**config.mk**
```make
export PLATFORM = sky130hd
export DESIGN_NAME = gpio_bank_regfile
export DESIGN_NICKNAME = d
export VERILOG_FILES = /design/src/rtl/gpio_rf_pkg.sv /design/src/rtl/gpio_addr_decode.sv /design/src/rtl/gpio_in_sync.sv /design/src/rtl/gpio_bank_slice.sv /design/src/rtl/gpio_bank_regfile.sv
export SDC_FILE = /design/constraint.sdc
export NUM_CORES = 1
export LEC_CHECK = 0
export CAP_MARGIN = 10
export CELL_PAD_IN_SITES_DETAIL_PLACEMENT = 0
export CELL_PAD_IN_SITES_GLOBAL_PLACEMENT = 2
export CORE_MARGIN = 5
export CORE_UTILIZATION = 29
export DETAILED_ROUTE_END_ITERATION = 8
export PLACE_DENSITY_LB_ADDON = 0.08
export SLEW_MARGIN = 5
export SYNTH_ARGS = -nofsm -noshare
export SYNTH_HDL_FRONTEND = slang
export SYNTH_SLANG_ARGS = --single-unit
```
**constraint.sdc**
```tcl
create_clock -name clk -period 9.6 [get_ports clk]
set_input_delay 2.88 -clock clk [delete_from_list [all_inputs] [get_ports clk]]
set_output_delay 2.88 -clock clk [all_outputs]
set_load 0.05 [all_outputs]
```
**src/rtl/gpio_rf_pkg.sv**
```systemverilog
package gpio_rf_pkg;
  localparam int WORD_W      = 32;
  localparam int SLOTS_PAGE  = 3;
  localparam int GROUPS      = 4;

  typedef enum logic [1:0] {
    GRP_LEVEL = 2'd0,
    GRP_DIR   = 2'd1,
    GRP_SET   = 2'd2,
    GRP_CLR   = 2'd3
  } gpio_grp_e;

  // Mask of implemented pins in bank b of a controller with `pins` pins.
  function automatic logic [WORD_W-1:0] bank_valid(input int pins, input int b);
    logic [WORD_W-1:0] m;
    for (int i = 0; i < WORD_W; i++) m[i] = ((b * WORD_W + i) < pins);
    return m;
  endfunction
endpackage

```
**src/rtl/gpio_addr_decode.sv**
```systemverilog
module gpio_addr_decode
  import gpio_rf_pkg::*;
#(
  parameter int ADDR_W = 12,
  parameter int BANKS  = 4,
  localparam int BANK_W = (BANKS > 1) ? $clog2(BANKS) : 1
) (
  input  logic [ADDR_W-1:0] addr,
  output logic              hit,
  output gpio_grp_e         grp,
  output logic [BANK_W-1:0] bank
);
  int unsigned word_idx;
  int unsigned page;
  int unsigned bnum;

  always_comb begin
    word_idx = int'(addr[7:2]);
    page     = int'(addr[ADDR_W-1:8]);
    bnum     = page * SLOTS_PAGE + (word_idx % SLOTS_PAGE);
    hit      = (addr[1:0] == 2'b00) && (word_idx < SLOTS_PAGE * GROUPS) &&
               (bnum < BANKS);
    grp      = gpio_grp_e'(2'(word_idx / SLOTS_PAGE));
    bank     = BANK_W'(bnum);
  end
endmodule

```
**src/rtl/gpio_in_sync.sv**
```systemverilog
module gpio_in_sync #(
  parameter int W = 32
) (
  input  logic         clk,
  input  logic         rst,
  input  logic [W-1:0] d,
  output logic [W-1:0] q
);
  logic [W-1:0] meta;

  always_ff @(posedge clk) begin
    if (rst) begin
      meta <= '0;
      q    <= '0;
    end else begin
      meta <= d;
      q    <= meta;
    end
  end
endmodule

```
**src/rtl/gpio_bank_slice.sv**
```systemverilog
module gpio_bank_slice
  import gpio_rf_pkg::*;
#(
  parameter logic [WORD_W-1:0] VALID = '1,
  parameter logic [WORD_W-1:0] INV   = '0
) (
  input  logic              clk,
  input  logic              rst,
  input  logic              we_dir,
  input  logic              we_set,
  input  logic              we_clr,
  input  logic [WORD_W-1:0] wdata,
  output logic [WORD_W-1:0] dir_q,
  output logic [WORD_W-1:0] lat_q,
  output logic [WORD_W-1:0] oe
);
  localparam logic [WORD_W-1:0] DIR_RST = INV & VALID;

  always_ff @(posedge clk) begin
    if (rst) begin
      dir_q <= DIR_RST;
      lat_q <= '0;
    end else begin
      if (we_dir) dir_q <= wdata & VALID;
      if (we_set) lat_q <= lat_q | (wdata & VALID);
      if (we_clr) lat_q <= lat_q & ~wdata;
    end
  end

  assign oe = (dir_q ^ INV) & VALID;
endmodule

```
**src/rtl/gpio_bank_regfile.sv**
```systemverilog
module gpio_bank_regfile
  import gpio_rf_pkg::*;
#(
  parameter int                   PIN_COUNT = 128,
  parameter int                   ADDR_W    = 12,
  parameter logic [PIN_COUNT-1:0] INV_MASK  = '0
) (
  input  logic                 clk,
  input  logic                 rst,
  input  logic [ADDR_W-1:0]    bus_addr,
  input  logic                 bus_we,
  input  logic [WORD_W-1:0]    bus_wdata,
  output logic [WORD_W-1:0]    bus_rdata,
  input  logic [PIN_COUNT-1:0] pad_in,
  output logic [PIN_COUNT-1:0] pad_out,
  output logic [PIN_COUNT-1:0] pad_oe
);
  localparam int BANKS  = (PIN_COUNT + WORD_W - 1) / WORD_W;
  localparam int BANK_W = (BANKS > 1) ? $clog2(BANKS) : 1;
  localparam int PADDED = BANKS * WORD_W;
  localparam logic [PADDED-1:0] INV_FULL = PADDED'(INV_MASK);

  logic              hit;
  gpio_grp_e         grp;
  logic [BANK_W-1:0] bank;

  gpio_addr_decode #(.ADDR_W(ADDR_W), .BANKS(BANKS)) u_dec (
    .addr(bus_addr), .hit(hit), .grp(grp), .bank(bank)
  );

  logic [PIN_COUNT-1:0] lvl_q;

  gpio_in_sync #(.W(PIN_COUNT)) u_sync (
    .clk(clk), .rst(rst), .d(pad_in), .q(lvl_q)
  );

  logic [PADDED-1:0] lvl_full;
  logic [PADDED-1:0] dir_full;
  logic [PADDED-1:0] lat_full;
  logic [PADDED-1:0] oe_full;

  assign lvl_full = PADDED'(lvl_q);

  for (genvar b = 0; b < BANKS; b++) begin : g_bank
    localparam logic [WORD_W-1:0] VMASK = bank_valid(PIN_COUNT, b);
    logic sel;
    assign sel = bus_we && hit && (bank == BANK_W'(b));

    gpio_bank_slice #(
      .VALID(VMASK),
      .INV  (INV_FULL[b*WORD_W +: WORD_W])
    ) u_slice (
      .clk   (clk),
      .rst   (rst),
      .we_dir(sel && (grp == GRP_DIR)),
      .we_set(sel && (grp == GRP_SET)),
      .we_clr(sel && (grp == GRP_CLR)),
      .wdata (bus_wdata),
      .dir_q (dir_full[b*WORD_W +: WORD_W]),
      .lat_q (lat_full[b*WORD_W +: WORD_W]),
      .oe    (oe_full[b*WORD_W +: WORD_W])
    );
  end

  assign pad_out = lat_full[PIN_COUNT-1:0];
  assign pad_oe  = oe_full[PIN_COUNT-1:0];

  logic [WORD_W-1:0] rd_next;

  always_comb begin
    rd_next = '0;
    for (int b = 0; b < BANKS; b++) begin
      if (hit && (bank == BANK_W'(b))) begin
        case (grp)
          GRP_LEVEL: rd_next = lvl_full[b*WORD_W +: WORD_W];
          GRP_DIR:   rd_next = dir_full[b*WORD_W +: WORD_W];
          default:   rd_next = '0;
        endcase
      end
    end
  end

  always_ff @(posedge clk) begin
    if (rst) bus_rdata <= '0;
    else     bus_rdata <= rd_next;
  end
endmodule

```
==> results.md <==
- R2R setup slack: slightly above 8 ns
- Mapped Cells: approximately 2,200
- Die extent in y: between 200 and 300 µm
- Initial Util: roughly 29%
- Post-Route WL: roughly 91,000 µm
- Hold-fix buffer count after cts: 0
- Clk buf depth: 3
- Clk slew on worst S/H paths: 0.06 ns
- Total of fill cells in the finished design: roughly 7,600
- First-pass GRT wire length: 133,000 µm
- Cts bufs inserted: 66
- Root buffer cell: clkbuf_16
- Max FO, Critical Path: 10
- Largest cells by area after synthesis: dfxtp_1 48%, nor2b_1 11%, o41ai_1 9.2%
- Proportion of layout cells with a drive suffix above 1: 11.3%
- Die width: 290 µm
- CTS tree: done
- Setup_tns: 0 ns
- FF+latch count, synth: approximately 540
- Total placed cells including tap cells: approximately 3,500
- Hold Path Cell Cnt: 1
- Register area: 0.0109 mm²
- Final slew viol count: 0
- Final period utilization: a little over nine tenths
- Hold slack: approximately 0.42 ns
- Tot Pwr: 5.80 mW
- Area growth syn-to-layout: 34.6%
- Clock Sinks: ~540
- Vias in the first global route: around 19,000
- Multi-input logic area: approximately 0.011 mm²
- CP arrival: about 9.6 ns
- PortBufs: 462
- Number of distinct library cells after synthesis: 67
- Worst Skew: around 0.017 ns
- Drc violations: 0
- Max_slew headroom: roughly 22%
- Cell with the most instances after synthesis: dfxtp_1
- H-tree depth: 3
- Number of nets with antenna violations after routing: 0
- HP Class: register to register
- Startpoint types: primary input
- Worst setup EP type: register
- Final Instance Area: a little over 0.03 mm²
- # Max-Cap Violations: 0
- Pwr/cell area: roughly 190 mW/mm²
- Overflow after GRT: 0
- Capture point of the worst path: bus_rdata[11]
- Status: complete, no violations
- Setup-failing EPs final: 0
- Yosys top cell by area: dfxtp_1
- Number of core rows: 102
- Iteration-0 DRC count of the detailed router: between 1,000 and 1,500
- Slowest stage cell on the critical path: or4_2
- Hold Fails Final Rpt: 0
- RSZ-0062 raised after global routing: no
- Setup Buffers After CTS: 0
- Ports: between 400 and 500
- Final Non-Filler Cells: roughly 3,700
- GRT Resource Usage Total: 20.7%
- Largest net degree at the start of global routing: just under 200
- CP dominant cell by count: ha_1
- Syn Area/Cell: approximately 10 µm²
- Worst path max stage delay: between 0.7 and 0.8 ns
- Clock Latency Late Sink: 0.60 ns
- Period minus WS final: 9.04 ns
- Yosys warning total: 0
- Worst Setup SP: bus_addr[7]
- Post-synth top cells: 544 x dfxtp_1, 390 x nor2b_1, 238 x o41ai_1
- Final nets: ~2,800
- Cells on worst reg2reg path: 4
- Data required, critical path: about 10 ns
- Seq/Total Area, Yosys: 47.8%
- Initial antenna violation count: 16
- EDFF count, synth: 0
- DRT Pass-1 Iters: 5
- Dpl cell area: roughly 0.029 mm²
- Top_reg_cell synth: dfxtp_1
- Max VDD drop: 0.000104 V
- Cell area after synthesis: roughly 0.023 mm²
- Cts repair resizes: 0
- Core footprint: 0.0776 mm²
- F_max: about 110 MHz
- Yosys top cell area share: 47.8%
- Vias: 18,651
- Routed len/inst: about 25 µm
- P_leak: around 11 nW
- Slew @ Worst Pin: 1.17 ns
- Die area: 0.0842 mm²
- Syn nets: about 2,400
- R2R Path End: bus_rdata[0]
- Post-synth ARST share: 0%
- DP HPWL: ~61,000 µm
- RD Place Congestion: around 0.79
- Number of vias per cell: 5.10
- Worst r2r src: g_bank[3].u_slice.dir_q[0]
- Critical path class: primary input to register
-- layout by cell type (no fill, tap or decap), types with 3 or more instances in the layout --
| cell type | n |
|---|---|
| a2111oi_2 | 3 |
| a21o_1 | 4 |
| a21oi_1 | 28 |
| and2_1 | 34 |
| and3_1 | 4 |
| and3b_1 | 3 |
| buf_12 | 19 |
| buf_4 | 44 |
| clkbuf_1 | 12 |
| clkbuf_16 | 66 |
| clkbuf_8 | 15 |
| clkdlybuf4s50_1 | 461 |
| clkinv_2 | 9 |
| dfxtp_1 | 544 |
| diode_2 | 8 |
| fa_1 | 4 |
| ha_1 | 8 |
| inv_1 | 8 |
| inv_6 | 3 |
| mux2_2 | 9 |
| mux2i_1 | 155 |
| mux4_2 | 48 |
| nand2_1 | 37 |
| nand3_1 | 145 |
| nand3b_1 | 3 |
| nand4_1 | 16 |
| nor2_1 | 142 |
| nor2b_1 | 388 |
| nor3_1 | 6 |
| nor3_2 | 23 |
| o211ai_1 | 24 |
| o21ai_0 | 15 |
| o311ai_4 | 3 |
| o41ai_1 | 238 |
| o41ai_2 | 18 |
| xnor2_1 | 5 |
-- routing by layer --
metal  vias to the layer above  part of all wire, %  routed length (µm)  global-route usage, %
met3                       139                  7.0                6360                   5.45
met5                         -                0.095                  87                      0
met2                       616                   47               43300                   34.0
li1                       8730                    -                   -                      -
met1                      9154                   42               38800                   26.6
met4                        12                  3.0                2760                   6.89
-- cell type report --
class | count | share of cell area (%)
clock inverters | 17 | 0.539
clock buffers | 93 | 6.21
inverters | 8 | 0.0980
diodes | 8 | 0.0653
well taps | 1040 | 4.25
flip-flops and latches | 544 | 35.5
multi-input cells | 1420 | 35.9
repair buffers | 525 | 17.4
-- cell families (layout without fill, tap and decap cells) --
kind of cell,count (synthesis),in the layout,synth area share (%)
compound gates,364,364,14.2
other cells,0,8,0
fa+ha+maj,14,14,0.901
simple gates,824,824,20.3
mux,213,213,12.1
flops,544,544,47.8
buf+inv,236,643,4.42
xor+xnor,5,5,0.192
-- worst min path at each step --
stage | startpoint | end | slack [ns]
floorplan | u_sync.meta[0] | u_sync.q[0] | 0.41
global placement | u_sync.meta[22] | u_sync.q[22] | 0.42
CTS | u_sync.meta[29] | u_sync.q[29] | 0.43
detailed placement | u_sync.meta[107] | u_sync.q[107] | 0.42
global route | u_sync.meta[115] | u_sync.q[115] | 0.45
finish | u_sync.meta[81] | u_sync.q[81] | 0.42
-- worst max-delay path: cells and delay by family --
kind / cells / cell delay, ns
buf+inv: 3 / 0.84
mux: 1 / 0.24
compound gates: 9 / 1.90
simple gates: 11 / 2.15
fa+ha+maj: 5 / 1.52
-- through the flow --
stage               util, %  worst slack [ns]
floorplan                 -            0.0366
global placement       36.8            0.0383
detailed placement     36.8            0.0248
CTS                    39.5             0.615
global route           39.5            0.0600
finish                 39.5             0.557
-- where the power goes --
group          total, mW  internal [mW]  switching, mW
Clock               2.42           1.41           1.00
Sequential          2.32           2.31         0.0103
Combinational       1.07          0.342          0.725
(Power assumes the default switching activity.)
